<file path="config.mk">
export PLATFORM = sky130hd
export DESIGN_NAME = charrow_pixel_fetch
export DESIGN_NICKNAME = d
export VERILOG_FILES = /design/src/rtl/pf_pkg.sv /design/src/rtl/pf_addr_gen.sv /design/src/rtl/pf_rom_stage.sv /design/src/rtl/pf_serializer.sv /design/src/rtl/charrow_pixel_fetch.sv
export SDC_FILE = /design/constraint.sdc
export NUM_CORES = 1
export LEC_CHECK = 0
export BUFFER_PORTS_ARGS = -buffer_cell sky130_fd_sc_hd__buf_2
export CAP_MARGIN = 20
export CELL_PAD_IN_SITES_DETAIL_PLACEMENT = 1
export CELL_PAD_IN_SITES_GLOBAL_PLACEMENT = 1
export CORE_ASPECT_RATIO = 1.25
export CORE_UTILIZATION = 40
export DETAILED_ROUTE_END_ITERATION = 6
export PLACE_DENSITY_LB_ADDON = 0.1
export SLEW_MARGIN = 25
export SYNTH_ARGS = -nofsm -noshare
export SYNTH_HDL_FRONTEND = slang
export SYNTH_SLANG_ARGS = --single-unit
</file>
<file path="constraint.sdc">
create_clock -name clk -period 7.1 [get_ports clk]
set_input_delay 1.065 -clock clk [delete_from_list [all_inputs] [get_ports clk]]
set_output_delay 1.065 -clock clk [all_outputs]
set_load 0.01 [all_outputs]
</file>
<file path="src/rtl/pf_pkg.sv">
package pf_pkg;
    localparam int BYTE_W     = 8;
    localparam int PIX_BITS   = 4;
    localparam int PIX_PER_CH = 4;
    localparam int WORD_W     = 2 * BYTE_W;
    localparam int FETCH_LAT  = 5;
    typedef logic [PIX_PER_CH-1:0][PIX_BITS-1:0] pix_group_t;
endpackage

</file>
<file path="src/rtl/pf_addr_gen.sv">
module pf_addr_gen #(
    parameter int VA       = 13,
    parameter int COLS     = 80,
    parameter int LW       = 3,
    parameter int CW       = 8,
    parameter int ATTR_OFS = 4096
) (
    input  logic          clk,
    input  logic          rst_n,
    input  logic [VA-1:0] row_base,
    input  logic [LW-1:0] line_in,
    input  logic          row_start,
    input  logic          char_stb,
    input  logic [7:0]    vram_rdata,
    output logic [VA-1:0] vram_addr,
    output logic          vram_re,
    output logic          attr_vld,
    output logic [7:0]    attr,
    output logic [CW-1:0] code,
    output logic [LW-1:0] line
);
    localparam int COLW = (COLS > 1) ? $clog2(COLS) : 1;
    localparam logic [COLW-1:0] LAST_COL  = COLW'(COLS - 1);
    localparam logic [VA-1:0]   ATTR_STEP = VA'(ATTR_OFS);

    typedef struct packed {
        logic [VA-1:0]   base;
        logic [COLW-1:0] col;
        logic [VA-1:0]   off;
        logic [LW-1:0]   line;
        logic [CW-1:0]   code;
        logic            st1;
        logic            st2;
    } ag_t;

    ag_t q, d;
    logic [COLW-1:0] col_eff;
    logic [VA-1:0]   base_eff;
    logic [VA-1:0]   code_off;

    always_comb begin
        col_eff  = row_start ? '0 : q.col;
        base_eff = row_start ? row_base : q.base;
        code_off = VA'(base_eff + VA'(col_eff) + VA'(1));
        d        = q;
        d.st1    = 1'b0;
        d.st2    = q.st1;
        if (char_stb) begin
            d.base = base_eff;
            d.col  = (col_eff == LAST_COL) ? '0 : COLW'(col_eff + 1'b1);
            d.off  = code_off;
            d.line = line_in;
            d.st1  = 1'b1;
        end
        if (q.st1) begin
            d.code = CW'(vram_rdata);
        end
        vram_addr = char_stb ? code_off : VA'(q.off + ATTR_STEP);
        vram_re   = char_stb | q.st1;
    end

    always_ff @(posedge clk or negedge rst_n) begin
        if (!rst_n) q <= '0;
        else        q <= d;
    end

    assign attr_vld = q.st2;
    assign attr     = vram_rdata;
    assign code     = q.code;
    assign line     = q.line;

    assert_stb_spacing_R8: assert property (@(posedge clk) disable iff (!rst_n)
        char_stb |-> (!q.st1 && !q.st2));
    assert_next_column_R2: assert property (@(posedge clk) disable iff (!rst_n)
        (char_stb && !row_start && q.col != '0) |-> (vram_addr == VA'(q.off + VA'(1))));
    assert_attr_offset_R3: assert property (@(posedge clk) disable iff (!rst_n)
        q.st1 |-> (vram_re && vram_addr == VA'($past(vram_addr) + ATTR_STEP)));
    assert_col_wrap_R10: assert property (@(posedge clk) disable iff (!rst_n)
        (char_stb && !row_start && q.col == LAST_COL) |=> (q.col == '0));
endmodule

</file>
<file path="src/rtl/pf_rom_stage.sv">
module pf_rom_stage #(
    parameter int LW     = 3,
    parameter int CW     = 8,
    parameter int BANK_W = 4,
    parameter int PAL_W  = 4
) (
    input  logic                       clk,
    input  logic                       rst_n,
    input  logic                       attr_vld,
    input  logic [7:0]                 attr,
    input  logic [CW-1:0]              code,
    input  logic [LW-1:0]              line,
    input  logic [7:0]                 rom_rdata,
    output logic [BANK_W+CW+LW:0]      rom_addr,
    output logic                       rom_re,
    output logic                       word_vld,
    output logic [pf_pkg::WORD_W-1:0]  word,
    output logic [PAL_W-1:0]           pal
);
    localparam int TA = BANK_W + CW + LW;
    localparam int RA = TA + 1;

    typedef struct packed {
        logic [TA-1:0]    tile_a;
        logic [PAL_W-1:0] pal;
        logic [7:0]       lo;
        logic             s3;
        logic             s4;
    } rs_t;

    rs_t q, d;
    logic [TA-1:0] tile_now;

    always_comb begin
        tile_now = {attr[BANK_W-1:0], code, line};
        d        = q;
        d.s3     = attr_vld;
        d.s4     = q.s3;
        rom_addr = '0;
        rom_re   = 1'b0;
        if (attr_vld) begin
            d.tile_a = tile_now;
            d.pal    = attr[7 -: PAL_W];
            rom_addr = {1'b0, tile_now};
            rom_re   = 1'b1;
        end
        if (q.s3) begin
            d.lo     = rom_rdata;
            rom_addr = {1'b1, q.tile_a};
            rom_re   = 1'b1;
        end
    end

    always_ff @(posedge clk or negedge rst_n) begin
        if (!rst_n) q <= '0;
        else        q <= d;
    end

    assign word_vld = q.s4;
    assign word     = {rom_rdata, q.lo};
    assign pal      = q.pal;

    assert_hi_after_lo_R4: assert property (@(posedge clk) disable iff (!rst_n)
        (rom_re && !rom_addr[RA-1]) |=> (rom_re && rom_addr == ($past(rom_addr) | (RA'(1) << (RA-1)))));
    assert_single_plane_R4: assert property (@(posedge clk) disable iff (!rst_n)
        !(attr_vld && q.s3));
endmodule

</file>
<file path="src/rtl/pf_serializer.sv">
module pf_serializer #(
    parameter int PAL_W = 4
) (
    input  logic                        clk,
    input  logic                        rst_n,
    input  logic                        word_vld,
    input  logic [pf_pkg::WORD_W-1:0]   word,
    input  logic [PAL_W-1:0]            pal,
    output logic [PAL_W+pf_pkg::PIX_BITS-1:0] pix_index,
    output logic                        pix_valid
);
    import pf_pkg::*;
    localparam int PW = (PIX_PER_CH > 1) ? $clog2(PIX_PER_CH) : 1;
    localparam logic [PW-1:0] LAST = PW'(PIX_PER_CH - 1);

    typedef struct packed {
        logic             valid;
        logic [PW-1:0]    pos;
        logic [PAL_W-1:0] pal;
        pix_group_t       pix;
    } sr_t;

    sr_t q, d;
    pix_group_t shuf;

    for (genvar p = 0; p < PIX_PER_CH; p++) begin : g_pix
        assign shuf[p] = {word[p+4], word[p], word[p+12], word[p+8]};
    end

    always_comb begin
        d = q;
        if (q.valid) begin
            if (q.pos == LAST) d.valid = 1'b0;
            else               d.pos   = PW'(q.pos + 1'b1);
        end
        if (word_vld) begin
            d.valid = 1'b1;
            d.pos   = '0;
            d.pal   = pal;
            d.pix   = shuf;
        end
    end

    always_ff @(posedge clk or negedge rst_n) begin
        if (!rst_n) q <= '0;
        else        q <= d;
    end

    assign pix_valid = q.valid;
    assign pix_index = q.valid ? {q.pal, q.pix[q.pos]} : '0;

    assert_no_overlap_R8: assert property (@(posedge clk) disable iff (!rst_n)
        word_vld |-> (!q.valid || q.pos == LAST));
    assert_run_unbroken_R7: assert property (@(posedge clk) disable iff (!rst_n)
        (q.valid && q.pos != LAST) |=> (pix_valid && q.pos == PW'($past(q.pos) + 1'b1)));
    assert_reset_quiet_R1: assert property (@(posedge clk)
        !rst_n |=> (!pix_valid && pix_index == '0));
endmodule

</file>
<file path="src/rtl/charrow_pixel_fetch.sv">
module charrow_pixel_fetch #(
    parameter int VRAM_AW  = 13,
    parameter int ATTR_OFS = 4096,
    parameter int COLS     = 80,
    parameter int LINE_W   = 3,
    parameter int CODE_W   = 8,
    parameter int BANK_W   = 4,
    parameter int PAL_W    = 4
) (
    input  logic                      clk,
    input  logic                      rst_n,
    input  logic [VRAM_AW-1:0]        row_base,
    input  logic [LINE_W-1:0]         line_in,
    input  logic                      row_start,
    input  logic                      char_stb,
    output logic [VRAM_AW-1:0]        vram_addr,
    output logic                      vram_re,
    input  logic [7:0]                vram_rdata,
    output logic [BANK_W+CODE_W+LINE_W:0] rom_addr,
    output logic                      rom_re,
    input  logic [7:0]                rom_rdata,
    output logic [PAL_W+pf_pkg::PIX_BITS-1:0] pix_index,
    output logic                      pix_valid
);
    logic                       attr_vld;
    logic [7:0]                 attr;
    logic [CODE_W-1:0]          code;
    logic [LINE_W-1:0]          line;
    logic                       word_vld;
    logic [pf_pkg::WORD_W-1:0]  word;
    logic [PAL_W-1:0]           pal;

    pf_addr_gen #(
        .VA(VRAM_AW), .COLS(COLS), .LW(LINE_W), .CW(CODE_W), .ATTR_OFS(ATTR_OFS)
    ) u_addr (
        .clk(clk), .rst_n(rst_n), .row_base(row_base), .line_in(line_in),
        .row_start(row_start), .char_stb(char_stb), .vram_rdata(vram_rdata),
        .vram_addr(vram_addr), .vram_re(vram_re), .attr_vld(attr_vld),
        .attr(attr), .code(code), .line(line)
    );

    pf_rom_stage #(
        .LW(LINE_W), .CW(CODE_W), .BANK_W(BANK_W), .PAL_W(PAL_W)
    ) u_rom (
        .clk(clk), .rst_n(rst_n), .attr_vld(attr_vld), .attr(attr),
        .code(code), .line(line), .rom_rdata(rom_rdata),
        .rom_addr(rom_addr), .rom_re(rom_re), .word_vld(word_vld),
        .word(word), .pal(pal)
    );

    pf_serializer #(
        .PAL_W(PAL_W)
    ) u_ser (
        .clk(clk), .rst_n(rst_n), .word_vld(word_vld), .word(word), .pal(pal),
        .pix_index(pix_index), .pix_valid(pix_valid)
    );
endmodule

</file>
==> key figures <==
Run status
  • Status: finished, final reports clean

Flow run
  • Number of max-cap violations: 0

Clock network
  • Number of clock sinks: 98
  • # Post-CTS Setup Buffers: 0
  • CTS H-tree depth: 3
  • CTS Root Cell: clkbuf_16
  • Clk buf depth: 2
  • Worst-Skew Late Latency: 0.34 ns
  • Hold Buf Count CTS: 0
  • TritonCTS Buffers: 9
  • Post-cts gate resize count: 0
  • Clock slew at reported path FFs: 0.06 ns
  • CTS tree: built

Setup path
  • Worst R2R End: u_addr.q[21]
  • Max FO, Critical Path: 31
  • R2R setup slack: approximately 4.6 ns
  • CP endpoint kind: primary output
  • CP Class: primary input to primary output
  • Reg-to-Reg Start: u_addr.q[26]
  • Worst Path Arrival: 3.89 ns
  • Critical Path Source Type: primary input
  • WP data required: between 6 and 7 ns
  • R2R cell count: 9

Finish
  • Area growth, synth to finish: 16.7%
  • Share of cells above drive strength 1: 31.9%
  • Antenna cells: 0
  • Design area: between 5000 and 6000 µm²
  • Post-layout nets: 542
  • # fillers: about 1.3k

Synth
  • Syn Std Cell Area: between 4000 and 5000 µm²
  • Post-synthesis register bit count: 98
  • Synth Flop Type: dfrtp_1
  • Mapped Cells: 433
  • Synth Area per Inst: about 11 µm²
  • Sequential-to-total area share from yosys stat: 51.7%
  • EDFF count, synth: 0
  • FFs w/ async S/R, synth: 100%
  • Synthesized Nets: 478
  • Syn. warnings: 0
  • Yosys cell types: between 40 and 50

Placement
  • IO buf count: 75
  • RePlAce Congestion: 0.685
  • HPWL after detailed placement: 6950 µm
  • Post-placement cell area: between 5000 and 6000 µm²

Power
  • Pleak: 2.49 nW
  • Peak supply drop: 0.000142 V
  • Pwr Density: 275 nW/µm²

STA
  • Slew Limit Fails: 0
  • Post-route minimum period: 4.96 ns
  • Post-route setup TNS: 0 ns
  • Least-Margin Pin Slew: 0.899 ns
  • Relative slew slack: 40.1%
  • Final Hold Viols: 0
  • Setup violations, final: 0
  • Max Clock Skew: just over 0.007 ns
  • Period utilisation layout: between 60% and 70%
  • Max Clk Rate: 0.202 GHz
  • RSZ-0062 raised after global routing: false

Min path
  • Hold WC Path Type: register to register
  • Hold wc startpoint: u_addr.q[16]
  • Hold path depth: 2
  • Worst Hold Endpoint: u_addr.q[16]

GRT
  • First-pass GRT wire length: between 15,000 and 20,000 µm
  • Vias in the first global route: 3,589
  • GRT Residual Overflow: 0
  • Largest net degree at the start of global routing: 61
  • Initial antenna violation count: 1
  • Total track usage: a little under a fifth

Routing
  • DRT iter0 DRCs: 73
  • Drt drc: 0
  • Via Count: about 3.4k
  • Average wire per standard cell: 15.9 µm
  • DR vias/cell: 5.25
  • Final ANT Viol Nets: 0
  • First-pass iteration count of the detailed router: 4
  • Post-Route WL: just over 10,000 µm

Floorplanning
  • Core area: around 12,000 µm²
  • Die ar.: 12,300 µm²
  • Num rows: 44
  • DIE HEIGHT: 124 µm
  • I/O pin cnt: 76
  • Die span in x: 99.4 µm
  • Initial Utilization: 41.0%
placed cells by master, fill, tap and decap left out, drive strengths merged, types with 7 or more instances in the layout:
cell    instances
nand2          49
inv            26
nand3           7
dfrtp          98
mux2           54
mux2i          10
buf            78
a21oi          13
clkbuf         11
nor2           29
o21ai          36
ha              8
and2            8
cell type report:
class                      instances  area, µm²  area share, %
timing repair buffer              78        400           7.24
clock buffer                      11        243           4.39
clock inverter                     5       82.6           1.49
tap                              138        173           3.12
inverter                          24       90.1           1.63
multi-input combinational        286       2090           37.8
sequential                        98       2450           44.4
cells by family after synthesis:
| logic type | Yosys count | share of synthesized area [%] |
|---|---|---|
| and+or+nand+nor | 116 | 11.1 |
| muxes | 68 | 16.9 |
| AOI/OAI and AO/OA | 84 | 11.8 |
| DFF | 98 | 51.7 |
| buffers and inverters | 49 | 4.20 |
| xor gates and xnor gates | 9 | 1.66 |
| adders and majority gates | 9 | 2.53 |
power breakdown:
part	switching, W	internal (W)	leakage (nW)
Clock	0.000211	0.000321	0.161
Combinational	0.000151	0.000155	1.17
Sequential	0.0000550	0.000631	1.16
Total	0.000417	0.00111	2.49
synthesized netlist by cell type, drive strengths merged, types with 7 or more instances:
cell type | instances | share of area [%]
nor2 | 29 | 2.3
nand2 | 49 | 3.9
ha | 8 | 2.1
mux2 | 54 | 13
nand3 | 7 | 0.84
a21oi | 13 | 1.5
buf | 8 | 0.95
o21ai | 36 | 3.8
and2 | 8 | 1.1
inv | 24 | 1.9
mux2i | 10 | 2.2
dfrtp | 98 | 52
clkbuf | 17 | 1.3
sequential cells by signal, indices dropped and copies added (netlist names):
| signal | cells |
|---|---|
| u_rom.d | 1 |
| u_rom.q | 15 |
| u_addr.line | 3 |
| u_ser.q | 22 |
| u_rom.word | 8 |
| u_rom.pal | 4 |
| u_addr.d | 1 |
| u_ser.pix_valid | 1 |
| u_rom.word_vld | 1 |
| u_addr.code | 8 |
| u_addr.q | 33 |
| u_addr.attr_vld | 1 |
layer usage:
layer	wire (µm)	GRT usage, %
met1	4690	22.5
met2	5090	31.6
met3	282	3.09
met4	89	6.16
met5	13	0
worst max-delay path, cell delays in order:
cell,delay (ns)
buf_2,0.55
mux2i_1,0.23
ha_1,0.28
fa_1,0.41
nand2b_1,0.20
a211oi_1,0.34
a211oi_1,0.16
o21a_1,0.21
o31ai_1,0.25
buf_2,0.19
how the worst max path moves through the flow:
stage	startpoint	to	slack (ns)	depth (start not counted)
3_5_place_dp	row_start	vram_addr[8]	2.12	10
5_1_grt	row_start	vram_addr[8]	1.91	10
3_3_place_gp	row_start	vram_addr[8]	2.24	10
4_1_cts	row_start	vram_addr[8]	2.11	10
2_1_floorplan	row_start	vram_addr[8]	2.54	11
6_report	row_start	vram_addr[8]	2.14	10
metrics by stage:
stage	utilization (%)	total power (W)	worst slack [ns]	cells	hold slack [ns]
after detailed placement	45.0	0.00101	2.12	624	0.478
after floorplan	-	0.000894	2.54	433	0.352
final	47.8	0.00152	2.14	640	0.494
after CTS	47.8	0.00155	2.11	640	0.499
after global placement	45.0	0.000994	2.24	624	0.463
after global routing	47.8	0.00161	1.91	640	0.520
No activity file was read; power rests on OpenSTA's default activity.
